<file path="config.mk">
export PLATFORM = sky130hd
export DESIGN_NAME = tdm_bus_seq
export DESIGN_NICKNAME = d
export VERILOG_FILES = /design/src/rtl/tdm_bus_pkg.sv /design/src/rtl/tdm_slot_timer.sv /design/src/rtl/tdm_slot_table.sv /design/src/rtl/tdm_bus_mux.sv /design/src/rtl/tdm_bus_seq.sv
export SDC_FILE = /design/constraint.sdc
export NUM_CORES = 1
export LEC_CHECK = 0
export BUFFER_PORTS_ARGS = -buffer_cell sky130_fd_sc_hd__clkbuf_2
export CORE_AREA = 2 2 102 104
export CTS_CLUSTER_DIAMETER = 60
export DETAILED_ROUTE_END_ITERATION = 10
export DIE_AREA = 0 0 104 106
export REMOVE_ABC_BUFFERS = 1
export SETUP_SLACK_MARGIN = 0.3
export SLEW_MARGIN = 15
export SYNTH_ARGS = -nofsm -noshare
export SYNTH_HDL_FRONTEND = slang
export SYNTH_HIERARCHICAL = 1
export SYNTH_SLANG_ARGS = --single-unit
</file>
<file path="constraint.sdc">
create_clock -name clk -period 4.6 [get_ports clk]
set_input_delay 0 -clock clk [delete_from_list [all_inputs] [get_ports clk]]
set_output_delay 0 -clock clk [all_outputs]
set_load 0.05 [all_outputs]
</file>
<file path="src/rtl/tdm_bus_pkg.sv">
package tdm_bus_pkg;

   localparam int NREQ   = 4;
   localparam int SLOTS  = 8;
   localparam int SLOT_W = 3;
   localparam int OWN_W  = 2;

   typedef enum logic [OWN_W-1:0] {
      OWN_IOP  = 2'd0,
      OWN_CPUA = 2'd1,
      OWN_CPUB = 2'd2,
      OWN_DMA  = 2'd3
   } owner_e;

   typedef enum logic [1:0] {
      XF_NONE  = 2'd0,
      XF_INSTR = 2'd1,
      XF_DATA  = 2'd2,
      XF_BOTH  = 2'd3
   } xfer_e;

   typedef struct packed {
      logic   used;
      owner_e owner;
      xfer_e  kind;
   } slot_entry_t;

   // Fixed ownership schedule; the order is the behaviour of the block.
   function automatic slot_entry_t slot_lookup(input logic [SLOT_W-1:0] s);
      slot_entry_t e;
      case (s)
         3'd0:    e = '{used: 1'b1, owner: OWN_IOP,  kind: XF_BOTH};
         3'd1:    e = '{used: 1'b1, owner: OWN_CPUA, kind: XF_INSTR};
         3'd2:    e = '{used: 1'b1, owner: OWN_CPUB, kind: XF_DATA};
         3'd3:    e = '{used: 1'b1, owner: OWN_DMA,  kind: XF_DATA};
         3'd4:    e = '{used: 1'b0, owner: OWN_IOP,  kind: XF_NONE};
         3'd5:    e = '{used: 1'b1, owner: OWN_CPUB, kind: XF_INSTR};
         3'd6:    e = '{used: 1'b1, owner: OWN_CPUA, kind: XF_DATA};
         default: e = '{used: 1'b1, owner: OWN_DMA,  kind: XF_DATA};
      endcase
      return e;
   endfunction

endpackage

</file>
<file path="src/rtl/tdm_slot_timer.sv">
module tdm_slot_timer
   import tdm_bus_pkg::*;
#(
   parameter int SLOT_CLKS = 2
) (
   input  logic              clk,
   input  logic              rst,
   output logic [SLOT_W-1:0] slot,
   output logic              first
);

   logic step;

   generate
      if (SLOT_CLKS < 1) begin : g_bad_div
         $error("tdm_slot_timer: SLOT_CLKS must be at least 1");
      end

      if (SLOT_CLKS == 1) begin : g_no_div
         // every clock is a new slot
         assign first = 1'b1;
         assign step  = 1'b1;
      end else begin : g_div
         localparam int PW = $clog2(SLOT_CLKS);
         localparam logic [PW-1:0] LAST = PW'(SLOT_CLKS - 1);
         logic [PW-1:0] phase;

         always_ff @(posedge clk) begin
            if (rst) begin
               phase <= '0;
            end else if (phase == LAST) begin
               phase <= '0;
            end else begin
               phase <= phase + PW'(1);
            end
         end

         assign first = (phase == '0);
         assign step  = (phase == LAST);
      end
   endgenerate

   always_ff @(posedge clk) begin
      if (rst) begin
         slot <= '0;
      end else if (step) begin
         slot <= slot + SLOT_W'(1);
      end
   end

endmodule

</file>
<file path="src/rtl/tdm_slot_table.sv">
module tdm_slot_table
   import tdm_bus_pkg::*;
(
   input  logic              en,
   input  logic [SLOT_W-1:0] slot,
   output logic [NREQ-1:0]   grant,
   output logic [1:0]        kind
);

   slot_entry_t ent;

   always_comb ent = slot_lookup(slot);

   genvar gi;
   generate
      for (gi = 0; gi < NREQ; gi++) begin : g_gnt
         assign grant[gi] = en && ent.used && (ent.owner == OWN_W'(gi));
      end
   endgenerate

   assign kind = en ? ent.kind : XF_NONE;

endmodule

</file>
<file path="src/rtl/tdm_bus_mux.sv">
module tdm_bus_mux
   import tdm_bus_pkg::*;
#(
   parameter int ADDR_W = 16,
   parameter int DATA_W = 32
) (
   input  logic [NREQ-1:0]        sel,
   input  logic [NREQ-1:0]        we_in,
   input  logic [NREQ*ADDR_W-1:0] addr_in,
   input  logic [NREQ*DATA_W-1:0] data_in,
   output logic                   valid,
   output logic                   we,
   output logic [ADDR_W-1:0]      addr,
   output logic [DATA_W-1:0]      data
);

   logic [NREQ-1:0]   we_m;
   logic [ADDR_W-1:0] addr_m [NREQ];
   logic [DATA_W-1:0] data_m [NREQ];

   genvar gi;
   generate
      for (gi = 0; gi < NREQ; gi++) begin : g_lane
         assign we_m[gi]   = sel[gi] & we_in[gi];
         assign addr_m[gi] = sel[gi] ? addr_in[gi*ADDR_W +: ADDR_W] : '0;
         assign data_m[gi] = sel[gi] ? data_in[gi*DATA_W +: DATA_W] : '0;
      end
   endgenerate

   // AND-OR merge: at most one lane is selected
   always_comb begin
      addr = '0;
      data = '0;
      for (int i = 0; i < NREQ; i++) begin
         addr = addr | addr_m[i];
         data = data | data_m[i];
      end
   end

   assign valid = |sel;
   assign we    = |we_m;

endmodule

</file>
<file path="src/rtl/tdm_bus_seq.sv">
module tdm_bus_seq
   import tdm_bus_pkg::*;
#(
   parameter int ADDR_W    = 16,
   parameter int DATA_W    = 32,
   parameter int SLOT_CLKS = 2
) (
   input  logic                   clk,
   input  logic                   rst,
   input  logic [NREQ-1:0]        req_valid,
   input  logic [NREQ-1:0]        req_we,
   input  logic [NREQ*ADDR_W-1:0] req_addr,
   input  logic [NREQ*DATA_W-1:0] req_wdata,
   output logic [SLOT_W-1:0]      slot_idx,
   output logic                   slot_first,
   output logic                   major_start,
   output logic [NREQ-1:0]        grant,
   output logic [NREQ-1:0]        owner_first,
   output logic                   mem_valid,
   output logic                   mem_we,
   output logic [ADDR_W-1:0]      mem_addr,
   output logic [DATA_W-1:0]      mem_wdata,
   output logic [1:0]             mem_kind
);

   generate
      if (ADDR_W < 1) begin : g_bad_addr
         $error("tdm_bus_seq: ADDR_W must be positive");
      end
      if (DATA_W < 1) begin : g_bad_data
         $error("tdm_bus_seq: DATA_W must be positive");
      end
   endgenerate

   logic            live;
   logic [NREQ-1:0] take;

   assign live = ~rst;

   tdm_slot_timer #(.SLOT_CLKS(SLOT_CLKS)) u_timer (
      .clk   (clk),
      .rst   (rst),
      .slot  (slot_idx),
      .first (slot_first)
   );

   tdm_slot_table u_table (
      .en    (live),
      .slot  (slot_idx),
      .grant (grant),
      .kind  (mem_kind)
   );

   assign owner_first = grant & {NREQ{slot_first}};
   assign take        = owner_first & req_valid;
   assign major_start = live && slot_first && (slot_idx == '0);

   tdm_bus_mux #(.ADDR_W(ADDR_W), .DATA_W(DATA_W)) u_mux (
      .sel     (take),
      .we_in   (req_we),
      .addr_in (req_addr),
      .data_in (req_wdata),
      .valid   (mem_valid),
      .we      (mem_we),
      .addr    (mem_addr),
      .data    (mem_wdata)
   );

endmodule

</file>
---- After elaboration in Yosys (flattened, before gate mapping) ----
Index checks and enable logic that the tools add are counted.
storage, ports and cells
  register bits ........................... 4
  output and inout bits ................... 65
cells by class
  add/subtract/negate cells ............... 2
  equality and inequality tests ........... 8
  multiplexer cells ....................... 10
  bitwise gates (word level) .............. 14
  reductions and logical operators ........ 12
operators by type and width
  operator                                             number
  two-way mux 32 bit                                   4
  OR 32 bit                                            3
  two-way mux 16 bit                                   4
  OR 16 bit                                            3
  one-hot mux 5 bit (6 select lines)                   1
  equality test 3 bit, second input constant           3
  bitwise AND 4 bit                                    2
  OR reduction 4 bit                                   2
  logical AND 1 bit                                    7
  bitwise AND 1 bit                                    4
  equality test 2 bit, second input constant           2
  adder 3 x 1 -> 3 bit, second input constant          1
  equality test 3 x 1 -> 1 bit, second input constant  1
  equality test 3 x 2 -> 1 bit, second input constant  1
  zero test 3 bit                                      1
  equality test 2 x 1 -> 1 bit, second input constant  1
  zero test 2 bit                                      1
  two-way mux 2 bit                                    1
  inverter 1 bit                                       2
  OR reduction 2 bit                                   1
  adder 1 bit, second input constant                   1

---- Depth between registers and ports, before layout ----
  depth in word-level cells ............... 10
  mapped depth ............................ 8
  mapped depth without buffers ............ 6

---- Modules after synthesis ----
The synthesis kept the hierarchy.
modules (own cells, without submodules)
  module          times used  cells each  area each (um^2)  sequential area each (um^2)
  tdm_bus_mux     1           168         1047.3            0.0
  tdm_slot_timer  1           15          153.9             80.1
  tdm_slot_table  1           11          77.6              0.0
  tdm_bus_seq     1           11          66.3              0.0

---- Worst setup path after synthesis ----
OpenSTA, ideal clock, no wires.
  path type ............................... reg-to-output
  start point ............................. reg u_timer.slot[1]
  end point ............................... out mem_wdata[21]
  arrival ................................. 3.051 ns
  path slack .............................. 1.549 ns
  stages on the path, launching flop included .. 8
  path through ............................ dfxtp_1 -> nand2b_1 -> nor3_1 -> and3_1 -> buf_2 -> buf_6 -> a22oi_1 -> nand2_1
between the ends
  longest elaborated chain between the ends .. 10
  elaborated cells on any way between the ends .. 25
RTL lines
  element                                                      RTL line              text
  from (decl)                                                  tdm_slot_timer.sv:8   output logic [SLOT_W-1:0] slot,
  from (signal assigned)                                       tdm_slot_timer.sv:47  slot <= slot + SLOT_W'(1);
  equality test 3 bit, or another cell as far along            tdm_bus_pkg.sv:31     case (s)
  one-hot mux 5 bit (6 select lines) *                         tdm_bus_pkg.sv:31
  zero test 2 bit / logical AND 1 bit (equally long branches)  tdm_slot_table.sv:17  assign grant[gi] = en && ent.used && (ent.owner == OWN_W'(gi));
  logical AND 1 bit *                                          tdm_slot_table.sv:17
  net grant[0]                                                 tdm_bus_seq.sv:17     output logic [NREQ-1:0] grant,
  bitwise AND 4 bit *                                          tdm_bus_seq.sv:54     assign owner_first = grant & {NREQ{slot_first}};
  bitwise AND 4 bit *                                          tdm_bus_seq.sv:55     assign take = owner_first & req_valid;
  net take[0]                                                  tdm_bus_seq.sv:36     logic [NREQ-1:0] take;
  two-way mux 32 bit *                                         tdm_bus_mux.sv:26     assign data_m[gi] = sel[gi] ? data_in[gi*DATA_W +: DATA_W] : '0;
  OR 32 bit * (3 in series)                                    tdm_bus_mux.sv:36     data = data | data_m[i];
  to (decl)                                                    tdm_bus_seq.sv:22     output logic [DATA_W-1:0] mem_wdata,
The timed path passes the listed nets; every way through them passes the cells marked *.

---- Worst setup path after layout ----
  start point ............................. reg u_timer.slot[0]
  end point ............................... out mem_wdata[13]
between the ends
  longest elaborated chain between the ends .. 10
  elaborated cells on any way between the ends .. 25
RTL lines
  element                                                                   RTL line
  equality test 3 bit, or another cell as far along                         tdm_bus_pkg.sv:31
  one-hot mux 5 bit (6 select lines) *                                      tdm_bus_pkg.sv:31
  equality test 2 x 1 -> 1 bit / logical AND 1 bit (equally long branches)  tdm_slot_table.sv:17
  logical AND 1 bit *                                                       tdm_slot_table.sv:17
  bitwise AND 4 bit *                                                       tdm_bus_seq.sv:54
  bitwise AND 4 bit *                                                       tdm_bus_seq.sv:55
  net take[1]                                                               tdm_bus_seq.sv:36
  two-way mux 32 bit *                                                      tdm_bus_mux.sv:26
  OR 32 bit * (3 in series)                                                 tdm_bus_mux.sv:36
Marks and branches as above.

==> results.md <==
- Finished layout cell area: 0.00277 sq mm
- Seq/Total Area, Yosys: between 5 and 6%
- Syn. warnings: 6
- Cell variety after synth: 27
- Worst path required time: 4.60 ns
- Top FF cell, synth: dfxtp_1
- Top delay family on crit path: simple AND/OR/NAND/NOR gates
- Row count: 37
- Avg Inst Size Synth: around 6.6 sq um
- Ratio of cells with drive above 1 in the final layout: 60.5%
- Final HPWL DP: 6.65 mm
- Layout area overhead: 106%
- Worst Max-Slew Pin Slew: 1.00 ns
- GPL Wtd Cong: 0.879
- Die Area: roughly 0.011 sq mm
- Filler Cells Inserted: approximately 1100
- Post-CTS Setup Inserts: 0
- Hold Buf Count CTS: 0
- Min cycle time layout: 2.68 ns
- Crit path max fanout: 50
- Setup Skew: 0.00270 ns
- Detailed router's first-iteration violation count: 214
- Initial antenna violation count: 0
- Core Region: 0.0100 sq mm
- Die Span X: 104 um
- Critical path arrival: 2.68 ns
- Async set or reset register ratio after synthesis: 0%
- Startpoint Class: flip-flop
- Slew margin rel.: 33.1%
- CP max stage delay: 0.86 ns
- Final setup fails: 0
- Largest net degree at the start of global routing: 51
- Mapped Cells: 205
- Endpoints failing hold: 0
- Starting Density: a little over an eighth
- Via/cell ratio: ~4.7
- Area contributors post-synth: a22oi_1 55%, nand2_1 14%, dfxtp_1 6.0%
- Top-area cell type share of the netlist area: 54.7%
- Hold WC Path Type: input port to flip-flop
- N_diodes: 0
- DR DRC count: 0
- Grt ovf: 0
- Number of synthesized register bits: 4
- Slew Viols, Final: 0
- Gr usage total: 13.5%
- Die Height: 106 um
- Post-Syn Area: 0.00135 sq mm
- Vias: 2739
- Fmax: roughly 0.37 GHz
- Worst-path clk slew: 0.03 ns
- WL/cell: about 14 um
- Number of synthesized flops with an enable pin: 0
- # IOs: 267
- Pre-Repair DR Iteration Count: 4
- TritonCTS clock tree: built
- CTS resizes: 0
- Max-cap violations: 0
- Slowest-stage cell, CP: and3_2
- Final Cycle Share: 58.2%
- Most numerous cell in the Yosys netlist: a22oi_1
- Pwr dens: approximately 160 mW/mm^2
- CTS buffer count: 3
- Vias in the first global route: 2725
- Buf/Inv on CP: 2
- Leading area contributor after synthesis: a22oi_1
- Worst Setup Path Type: flip-flop to output pin
- Worst-path cell chain: inv_1, o31ai_2, and3_2, a22oi_1, nand2_1, clkbuf_2
- Crit path capture type: output pin
- Clk sinks: 4
- Setup tns final: 0 ns
- Root cell of the clock tree: clkbuf_8
- Antenna viol nets, final: 0
- Leak: 1.70 nW
- Top cells by count, synth: 98 x a22oi_1, 49 x nand2_1, 13 x buf_2
- Input/output buffers: 266
- Status: completed
- Clk buf depth: 2
- H-tree lvl count: 1
- Unrepaired setup endpoints after global routing: no
- Peak VDD IR: 0.155 mV
- Global-route wire length before repair: 12.6 mm
- Post-layout net count: 658
- Cell Area, Placed: 0.00273 sq mm
- Total wire length: 8.16 mm
- Worst-Skew Late Latency: 0.22 ns
sequential cells by signal, indices dropped and copies added, names as in the netlist:
signal	cells
u_timer/g_div.phase	1
u_timer/slot	3
report_power, final:
group          internal [mW]  total, mW  switching, mW
sequential            0.0373     0.0425        0.00524
combinational          0.109      0.317          0.209
clock                 0.0556     0.0725         0.0168
cell type report:
type                       instances  area (sq um)  area share (%)
multi-input combinational        177          1130            41.0
sequential                         4          80.1            2.89
clock buffer                       3          41.3            1.49
timing repair buffer             266          1330            48.1
tap                              136           170            6.15
inverter                           3          11.3           0.407
routing by layer:
metal	track usage, %	up-vias	routed length (um)
li1	-	1309	-
met1	16.4	1263	3280
met2	24.9	161	4060
met3	3.13	6	766
met4	1.35	0	57
met5	0	-	0
worst register-to-register path, delay by kind of cell, from the launching register on:
kind          cells  cell delay [ns]
mux               1             0.13
flops             1             0.49
simple gates      1             0.05
fa+ha+maj         1             0.29
worst paths after layout:
| path | from | endpoint | slack (ns) | cells past startpoint |
|---|---|---|---|---|
| setup / recovery | u_timer/slot[0] | mem_wdata[13] | 1.92 | 6 |
| hold / removal | rst | u_timer/slot[0] | 0.03 | 2 |
| setup reg to reg | u_timer/slot[0] | u_timer/slot[1] | 3.52 | 3 |
| hold reg to reg | u_timer/g_div.phase | u_timer/g_div.phase | 0.52 | 1 |
placed cells by master, fill, tap and decap left out:
| master | n |
|---|---|
| a31o_1 | 1 |
| o31ai_2 | 1 |
| nand4b_1 | 1 |
| nand2_1 | 49 |
| o21a_1 | 1 |
| and3_1 | 1 |
| and3_2 | 4 |
| clkbuf_2 | 266 |
| dfxtp_1 | 4 |
| a21bo_1 | 1 |
| mux2i_1 | 1 |
| nor2_1 | 4 |
| and2_1 | 5 |
| or4_1 | 1 |
| nand3b_1 | 1 |
| nor3_1 | 1 |
| nor4_1 | 1 |
| and4b_1 | 1 |
| ha_1 | 1 |
| xnor2_1 | 1 |
| a21oi_1 | 2 |
| inv_1 | 3 |
| clkbuf_8 | 3 |
| a22oi_1 | 98 |
| nand2b_1 | 1 |
logic make-up after synthesis:
family,Yosys count,share of synthesized area [%]
DFF,4,5.95
xor gates and xnor gates,1,0.651
and+or+nand+nor,70,23.3
buffers and inverters,24,10.1
adders and majority gates,1,0.930
muxes,1,0.744
AOI/OAI and AO/OA,104,58.3
stage by stage:
step	util, %	power (mW)	instances	hold slack (ns)	setup WS, ns
after floorplan	-	0.225	184	0.0667	0.956
after global placement	27.3	0.358	586	0.243	2.27
after detailed placement	27.3	0.360	586	0.250	2.18
after CTS	27.7	0.436	589	0.0248	1.94
after global routing	27.7	0.460	589	0.0422	1.73
final	27.7	0.432	589	0.0330	1.92
No activity file was read; power rests on OpenSTA's default activity.
